[config.mk]
export PLATFORM = sky130hd
export DESIGN_NAME = pwm4_timer
export DESIGN_NICKNAME = d
export VERILOG_FILES = /design/src/rtl/pwm4_timer.sv
export SDC_FILE = /design/constraint.sdc
export NUM_CORES = 1
export LEC_CHECK = 0
export ABC_AREA = 1
export BUFFER_PORTS_ARGS = -buffer_cell sky130_fd_sc_hd__buf_2
export CORE_MARGIN = 2
export CORE_UTILIZATION = 55
export DETAILED_ROUTE_END_ITERATION = 7
export GPL_TIMING_DRIVEN = 0
export PLACE_DENSITY = 0.76
export SETUP_SLACK_MARGIN = 0.05
export SLEW_MARGIN = 20
export SYNTH_ARGS = -nofsm -noshare
export SYNTH_HDL_FRONTEND = slang
export SYNTH_SLANG_ARGS = --single-unit
[constraint.sdc]
create_clock -name clk -period 2.5 [get_ports clk]
set_input_delay 0.25 -clock clk [delete_from_list [all_inputs] [get_ports clk]]
set_output_delay 0.25 -clock clk [all_outputs]
set_load 0.005 [all_outputs]
[src/rtl/pwm4_timer.sv]
module pwm4_timer #(
  parameter int W   = 16,
  parameter int NCH = 4,
  parameter int PSW = 3,
  parameter int AW  = 4
) (
  input  logic           clk,
  input  logic           rst_n,
  input  logic           wr_en,
  input  logic [AW-1:0]  wr_addr,
  input  logic [W-1:0]   wr_data,
  output logic [NCH-1:0] pwm,
  output logic           irq,
  output logic [NCH-1:0] flags,
  output logic [W-1:0]   count
);
  localparam int PRW    = (1 << PSW) - 1;
  localparam int A_CTRL = 0;
  localparam int A_PER  = 1;
  localparam int A_CNT  = 2;
  localparam int A_MSK  = 3;
  localparam int A_CLR  = 4;
  localparam int A_CMP  = 8;
  localparam int CH_LSB = 8;

  logic                   en, dir;
  logic [PSW-1:0]         psel;
  logic [NCH-1:0]         ch_en, msk, flg;
  logic [W-1:0]           cnt, per_act, per_buf;
  logic                   per_bv;
  logic [NCH-1:0][W-1:0]  cmp_act, cmp_buf;
  logic [NCH-1:0]         cmp_bv;
  logic [PRW-1:0]         pre, pmask;
  logic                   tick, wrap;
  logic                   w_ctrl, w_per, w_cnt, w_msk, w_clr;

  assign w_ctrl = wr_en && wr_addr == AW'(A_CTRL);
  assign w_per  = wr_en && wr_addr == AW'(A_PER);
  assign w_cnt  = wr_en && wr_addr == AW'(A_CNT);
  assign w_msk  = wr_en && wr_addr == AW'(A_MSK);
  assign w_clr  = wr_en && wr_addr == AW'(A_CLR);

  always_comb
    for (int k = 0; k < PRW; k++) pmask[k] = (k < int'(psel));

  assign tick = en && ((pre & pmask) == pmask);
  assign wrap = tick && (dir ? (cnt == '0) : (cnt == per_act));

  always_ff @(posedge clk or negedge rst_n)
    if (!rst_n) begin
      en <= 1'b0; dir <= 1'b0; psel <= '0; ch_en <= '0; msk <= '0;
    end else begin
      if (w_ctrl) begin
        en    <= wr_data[0];
        dir   <= wr_data[1];
        psel  <= wr_data[2 +: PSW];
        ch_en <= wr_data[CH_LSB +: NCH];
      end
      if (w_msk) msk <= wr_data[NCH-1:0];
    end

  always_ff @(posedge clk or negedge rst_n)
    if (!rst_n)   pre <= '0;
    else if (!en) pre <= '0;
    else          pre <= pre + PRW'(1);

  always_ff @(posedge clk or negedge rst_n)
    if (!rst_n) begin
      per_act <= '1; per_buf <= '1; per_bv <= 1'b0;
    end else if (w_per) begin
      per_buf <= wr_data;
      if (!en) begin
        per_act <= wr_data;
        per_bv  <= 1'b0;
      end else begin
        per_bv  <= 1'b1;
      end
    end else if (wrap && per_bv) begin
      per_act <= per_buf;
      per_bv  <= 1'b0;
    end

  always_ff @(posedge clk or negedge rst_n)
    if (!rst_n)       cnt <= '0;
    else if (w_cnt)   cnt <= wr_data;
    else if (tick) begin
      if (wrap)       cnt <= dir ? (per_bv ? per_buf : per_act) : '0;
      else if (dir)   cnt <= cnt - W'(1);
      else            cnt <= cnt + W'(1);
    end

  for (genvar i = 0; i < NCH; i++) begin : g_ch
    logic w_cmp;
    assign w_cmp = wr_en && wr_addr == AW'(A_CMP + i);

    always_ff @(posedge clk or negedge rst_n)
      if (!rst_n) begin
        cmp_act[i] <= '0; cmp_buf[i] <= '0; cmp_bv[i] <= 1'b0;
      end else if (w_cmp) begin
        cmp_buf[i] <= wr_data;
        if (!en) begin
          cmp_act[i] <= wr_data;
          cmp_bv[i]  <= 1'b0;
        end else begin
          cmp_bv[i]  <= 1'b1;
        end
      end else if (wrap && cmp_bv[i]) begin
        cmp_act[i] <= cmp_buf[i];
        cmp_bv[i]  <= 1'b0;
      end

    always_ff @(posedge clk or negedge rst_n)
      if (!rst_n) flg[i] <= 1'b0;
      else        flg[i] <= (flg[i] && !(w_clr && wr_data[i])) || (tick && cnt == cmp_act[i]);

    assign pwm[i] = ch_en[i] && (cnt < cmp_act[i]);
  end

  assign irq   = |(flg & msk);
  assign flags = flg;
  assign count = cnt;
endmodule

# Yosys cells after proc, flatten, opt, wreduce, memory -nomap -nowiden
# Cells that the tools add are included.
totals:
  regBits: 205
  elab_cells: 145
  in_bits: 23
  out_inout_bits: 25
op_classes:
  n_mux: 30
  eq_ne: 19
  magnitude_cmp: 11
  bitwise: 2
  n_addsub: 3
  n_reduce_logical: 54
ops:
  columns: ["cell", "n"]
  rows:
  - ["16-bit 2-to-1 mux", 17]
  - ["16-bit == test", 5]
  - ["16-bit < comparator", 4]
  - ["1-bit logical AND", 32]
  - ["16-bit by 1-bit adder with 16-bit output, second input constant", 1]
  - ["4-bit == test, second input constant", 4]
  - ["16-bit zero test", 1]
  - ["16-bit by 1-bit subtractor with 16-bit output, second input constant", 1]
  - ["1-bit 2-to-1 mux", 12]
  - ["2-bit nonzero test", 6]
  - ["2-bit != test, second input constant", 5]
  - ["2-bit AND reduction", 5]
  - ["3-bit < comparator, first input constant", 3]
  - ["4-bit by 2-bit == test with 1-bit output, second input constant", 2]
  - ["7-bit by 1-bit adder with 7-bit output, second input constant", 1]
  - ["7-bit AND", 1]
  - ["7-bit == test", 1]
  - ["7-bit 2-to-1 mux", 1]
  - ["1-bit by 3-bit < comparator with 1-bit output, first input constant", 2]
  - ["2-bit by 3-bit < comparator with 1-bit output, first input constant", 2]
  - ["4-bit AND", 1]
  - ["4-bit by 1-bit == test with 1-bit output, second input constant", 1]
  - ["4-bit by 3-bit == test with 1-bit output, second input constant", 1]
  - ["1-bit zero test", 4]
  - ["other kinds (3)", 6]

# Longest topological paths before layout
logic_depth:
  depth_word: 8
  depth_mapped: 15
  depth_no_buf: 13

# Worst setup path after synthesis
# Ideal clock, no wire load.
synth_timing:
  path_type: "register to register"
  from: "reg dir"
  to: "reg cnt[10] (netlist: count[10])"
  required_ps: 2383
  setup_ps: 117
  path_stages_with_launch: 11
  period_less_slack_ps: 1956
  t_arrival_ps: 1839
  slack_ps: 544
  path_cell_list: "dfrtp_1 -> ha_1 -> or2_2 -> nand2_1 -> o21ai_0 -> a21oi_1 -> inv_1 -> nand2_1 -> nand3_1 -> nand3_1 -> nand2_1"
synth_via:
  elab_chain_cells: 5
synth_lines:
  columns: ["item", "line_no", "text"]
  rows:
  - ["start: declaration", "26", "logic en, dir;"]
  - ["start signal: assignment", "55", "dir <= wr_data[1];"]
  - ["1-bit 2-to-1 mux", "47", "assign wrap = tick && (dir ? (cnt == '0) : (cnt == per_act));"]
  - ["1-bit logical AND", "47", null]
  - ["16-bit 2-to-1 mux (*)", "87", "if (wrap) cnt <= dir ? (per_bv ? per_buf : per_act) : '0;"]
  - ["16-bit 2-to-1 mux (*)", "86", "else if (tick) begin"]
  - ["16-bit 2-to-1 mux (*)", "85", "else if (w_cnt) cnt <= wr_data;"]
  - ["end signal: assignment", "85", null]
  - ["end signal: assignment", "87", null]
  - ["end signal: assignment", "88", "else if (dir) cnt <= cnt - W'(1);"]
  - ["end: declaration", "29", "logic [W-1:0] cnt, per_act, per_buf;"]
# Every way passes the cells marked *; elsewhere a longest branch is shown, timed or not. The select of a mux whose other input is x is not followed.
# A chain may end at the register's enable or synchronous reset.

# Worst setup path in the final report
layout_timing:
  from: "reg cnt[8] (netlist: count[8])"
  to: "out pwm[2]"
layout_via:
  elab_chain_cells: 2
layout_lines:
  columns: ["item", "line_no", "text"]
  rows:
  - ["16-bit < comparator", "116", "assign pwm[i] = ch_en[i] && (cnt < cmp_act[i]);"]
  - ["1-bit logical AND", "116", null]
  - ["end: declaration", "12", "output logic [NCH-1:0] pwm,"]
# No other way between the ends.

==> impl_metrics.csv <==
group,metric,value,unit
power,p_seq_share,35.1,%
finish,finalNetCount,1607,
finish,stdcell_count,1790,
finish,drive_gt1_share,16.6,%
sta,fmax,403,MHz
power,p_comb_share,40.6,%
yosys,synthesis.area,11300,um2
floorplan,core-area,20200,um2
sta,period_needed,2.48,ns
critical_path,crit_family,"compound AO/OA/AOI/OAI gates",
clocking,path_clk_slew,0.06,ns
clocking,cts_tree,"done",
global_routing,grt_pass1_wl,51200,um
yosys,yosys.area.top_type,"dfrtp_1",
min_path,hp-class,"primary input to flip-flop",
power,irDropWorstVdd,0.000535,V
drt,drc,0,
clocking,cts.sinks,205,
sta,fin_setup_tns,0,ns
critical_path,rr_startpoint,"count[15]",
floorplan,die_area,21700,um2
floorplan,die_h,147,um
yosys,synth-seq-area-share,45.8,%
critical_path,crit_path_frequent_cell,"a211oi_2",
global_routing,grt_pass1_vias,9523,
finish,area_growth,18.8,%
global_routing,grt_max_degree,102,
yosys,syn-num-nets,1500,
drt,detail_route.vias_per_cell,5.66,
yosys,yosysUniqueCellTypes,40,
clocking,cts_root_buf,"clkbuf_16",
floorplan,ioPinCount,48,
placement,gp_congestion,0.910,
critical_path,crit_path_start_kind,"flip-flop",
critical_path,cp.required,2.25,ns
clocking,htree_levels,1,
floorplan,rows,52,
placement,dp_hpwl,22100,um
power,p_int,9.11,mW
yosys,yosys_warnings,0,
power,pwr-share-clk,24.3,%
power,finalPower,14.8,mW
critical_path,critPathLaunch,"count[8]",
global_routing,grt_usage,30.3,%
drt,drtIter0Drc,879,
sta,maxSlewHeadroom,52.7,%
placement,dp_cells,1716,
power,leakage,6.66,nW
finish,n_antenna_cell,0,
critical_path,crit_chain,"ha_1 > a21oi_1 > nor2_1 > a211oi_2 > o21ai_1 > a211oi_2 > buf_2",
yosys,synthTopCellsByArea,"dfrtp_1, nand2_1, ha_1",
sta,worst_pin_slew,0.709,ns
placement,io_buffers,47,
critical_path,endpoint_kind,"primary output",
critical_path,path_class,"flip-flop to primary output",
sta,fin_ws,0.0194,ns
drt,vias,10100,
clocking,clockBufferDepth,3,
floorplan,die_width,147,um
finish,mostFrequentLayoutCells,"nand2_1, inv_1, dfrtp_1",
sta,finClkSkew,0.0133,ns
drt,finalWirelength,33200,um
floorplan,start_util,55.9,%
critical_path,path_buf_inv,1,
critical_path,cp_slowest_cell,"dfrtp_2",
critical_path,arrival,2.23,ns
drt,ant_nets,0,
yosys,yosysTopAreaCellShare,38.4,%
power,switching_share,38.4,%
placement,dpl_worst_slack,0.00283,ns
sta,fin_crit_sh,99.2,%
sta,slew_viol_final,0,
global_routing,grt_overflow,0,
status,outcome,"completed",
critical_path,crit_fanout,10,
yosys,syn_avg_cell_area,8.08,um2
sta,hold_viol,0,
yosys,synth_seq_cells,205,
clocking,cts_made_buffers,22,
sta,setup_viol_count_final,0,
power,p_sw,5.68,mW
critical_path,max_stage_delay,0.57,ns
finish,final_common_cell,"nand2_1",
yosys,postSynthCellCount,1397,
drt,post_drt_wl_per_cell,18.5,um
sta,rsz0062_at_grt,"true",
flow_run,cap_violations,0,
finish,post-route-util,66.5,%
clocking,clock_latency,0.52,ns
power,p_per_area,1100,nW/um2
global_routing,antenna_found_initial,0,
drt,firstDrtPassIters,5,
min_path,hold_start,"wr_data[9]",
## power by group through the flow
stage | registers, mW | logic, mW | clock network, mW
4_1_cts | 5.21 | 5.01 | 3.61
2_1_floorplan | 4.81 | 3.49 | 0
3_5_place_dp | 5.30 | 4.71 | 0
5_1_grt | 5.26 | 6.75 | 3.73
3_3_place_gp | 5.27 | 4.50 | 0
6_report | 5.19 | 6.01 | 3.59
## worst reg2reg max path: stages (launching register included)
cell and delay, ns:
dfrtp_4 0.58, buf_4 0.19, buf_4 0.15, nand2_1 0.07, nand2_1 0.04, nor2_1 0.08
nand2_1 0.08, nor2_2 0.14, nand2_2 0.07, nand2_4 0.11, buf_8 0.17, nand2_4 0.09
clkbuf_4 0.25, nand2_1 0.19, nand3_1 0.09, nand2_1 0.06
## through the flow
stage | hold slack, ns | instance area [um2]
finish | 0.0102 | 13400
global placement | 0.454 | 11900
global route | 0.0421 | 13400
detailed placement | 0.175 | 11900
floorplan | -0.0456 | 11300
CTS | 0.00637 | 12900
## routing by layer
metal  vias up  part of all wire (%)  global-route usage [%]
met1      4804                    41                    42.8
li1       4803                     -                       -
met2       453                    46                    48.3
met5         -                     0                       0
met4         0                   2.8                    9.33
met3        69                   9.9                    4.97
## final timing paths
check | to | slack, ns | depth (start not counted)
setup / recovery | pwm[2] | 0.02 | 7
hold / removal | per_buf[9] | 0.01 | 3
setup reg to reg | count[9] | 0.09 | 15
hold reg to reg | pre[6] | 0.47 | 1
max in group asynchronous | dir | 1.09 | 4
min in group asynchronous | cmp_buf[49] | 0.23 | 2
## cell usage after synthesis, drive strengths merged
| cell type | n |
|---|---|
| o21a | 2 |
| a211oi | 6 |
| o22ai | 13 |
| xnor2 | 5 |
| a21oi | 69 |
| nor2 | 63 |
| nand3b | 3 |
| and2 | 1 |
| buf | 17 |
| nor3 | 4 |
| or2 | 3 |
| nor4 | 1 |
| clkbuf | 27 |
| ha | 79 |
| o221ai | 2 |
| dfstp | 32 |
| nand2 | 436 |
| nor3b | 1 |
| o41ai | 4 |
| nand4 | 16 |
| fa | 1 |
| inv | 161 |
| dfrtp | 173 |
| xor2 | 5 |
| o21ai | 130 |
| nand3 | 132 |
| o21bai | 6 |
| o211ai | 4 |
| a21o | 1 |
## flip-flops by register name, indices dropped and copies added, names as in the netlist, 3 cells and up
register,flops
msk,4
cmp_buf,64
count,16
flags,4
cmp_act,64
psel,3
cmp_bv,4
per_buf,16
pre,7
ch_en,4
per_act,16
## timing repair
| item | 4_1_cts | 5_1_grt |
|---|---|---|
| gates resized for setup | 21 | 49 |
| hold buffers | 1 | 0 |
| pin swaps | 0 | 8 |
| setup endpoints to repair | 24 | 22 |
| setup buffers | 11 | 22 |
| gates cloned | 0 | 0 |
| endpoints found under the hold margin | 48 | 0 |
## layout make-up
| type | instances | area [um2] |
|---|---|---|
| clock buffers | 33 | 663 |
| inverters | 161 | 609 |
| repair buffers | 83 | 648 |
| flip-flops and latches | 205 | 5200 |
| multi-input cells | 987 | 5550 |
| plain buffers | 44 | 262 |
| fillers | 1633 | 6760 |
| well taps | 270 | 338 |
| clock inverters | 7 | 138 |
## kinds of logic after synthesis
family | Yosys count | synth area share [%]
AND/OR/NAND/NOR | 660 | 25.5
AO/OA/AOI/OAI | 237 | 11.3
buffers and inverters | 205 | 7.61
flip-flops | 205 | 45.8
adder cells (fa/ha/maj) | 80 | 8.94
XOR/XNOR | 10 | 0.776
(Power assumes the default switching activity.)
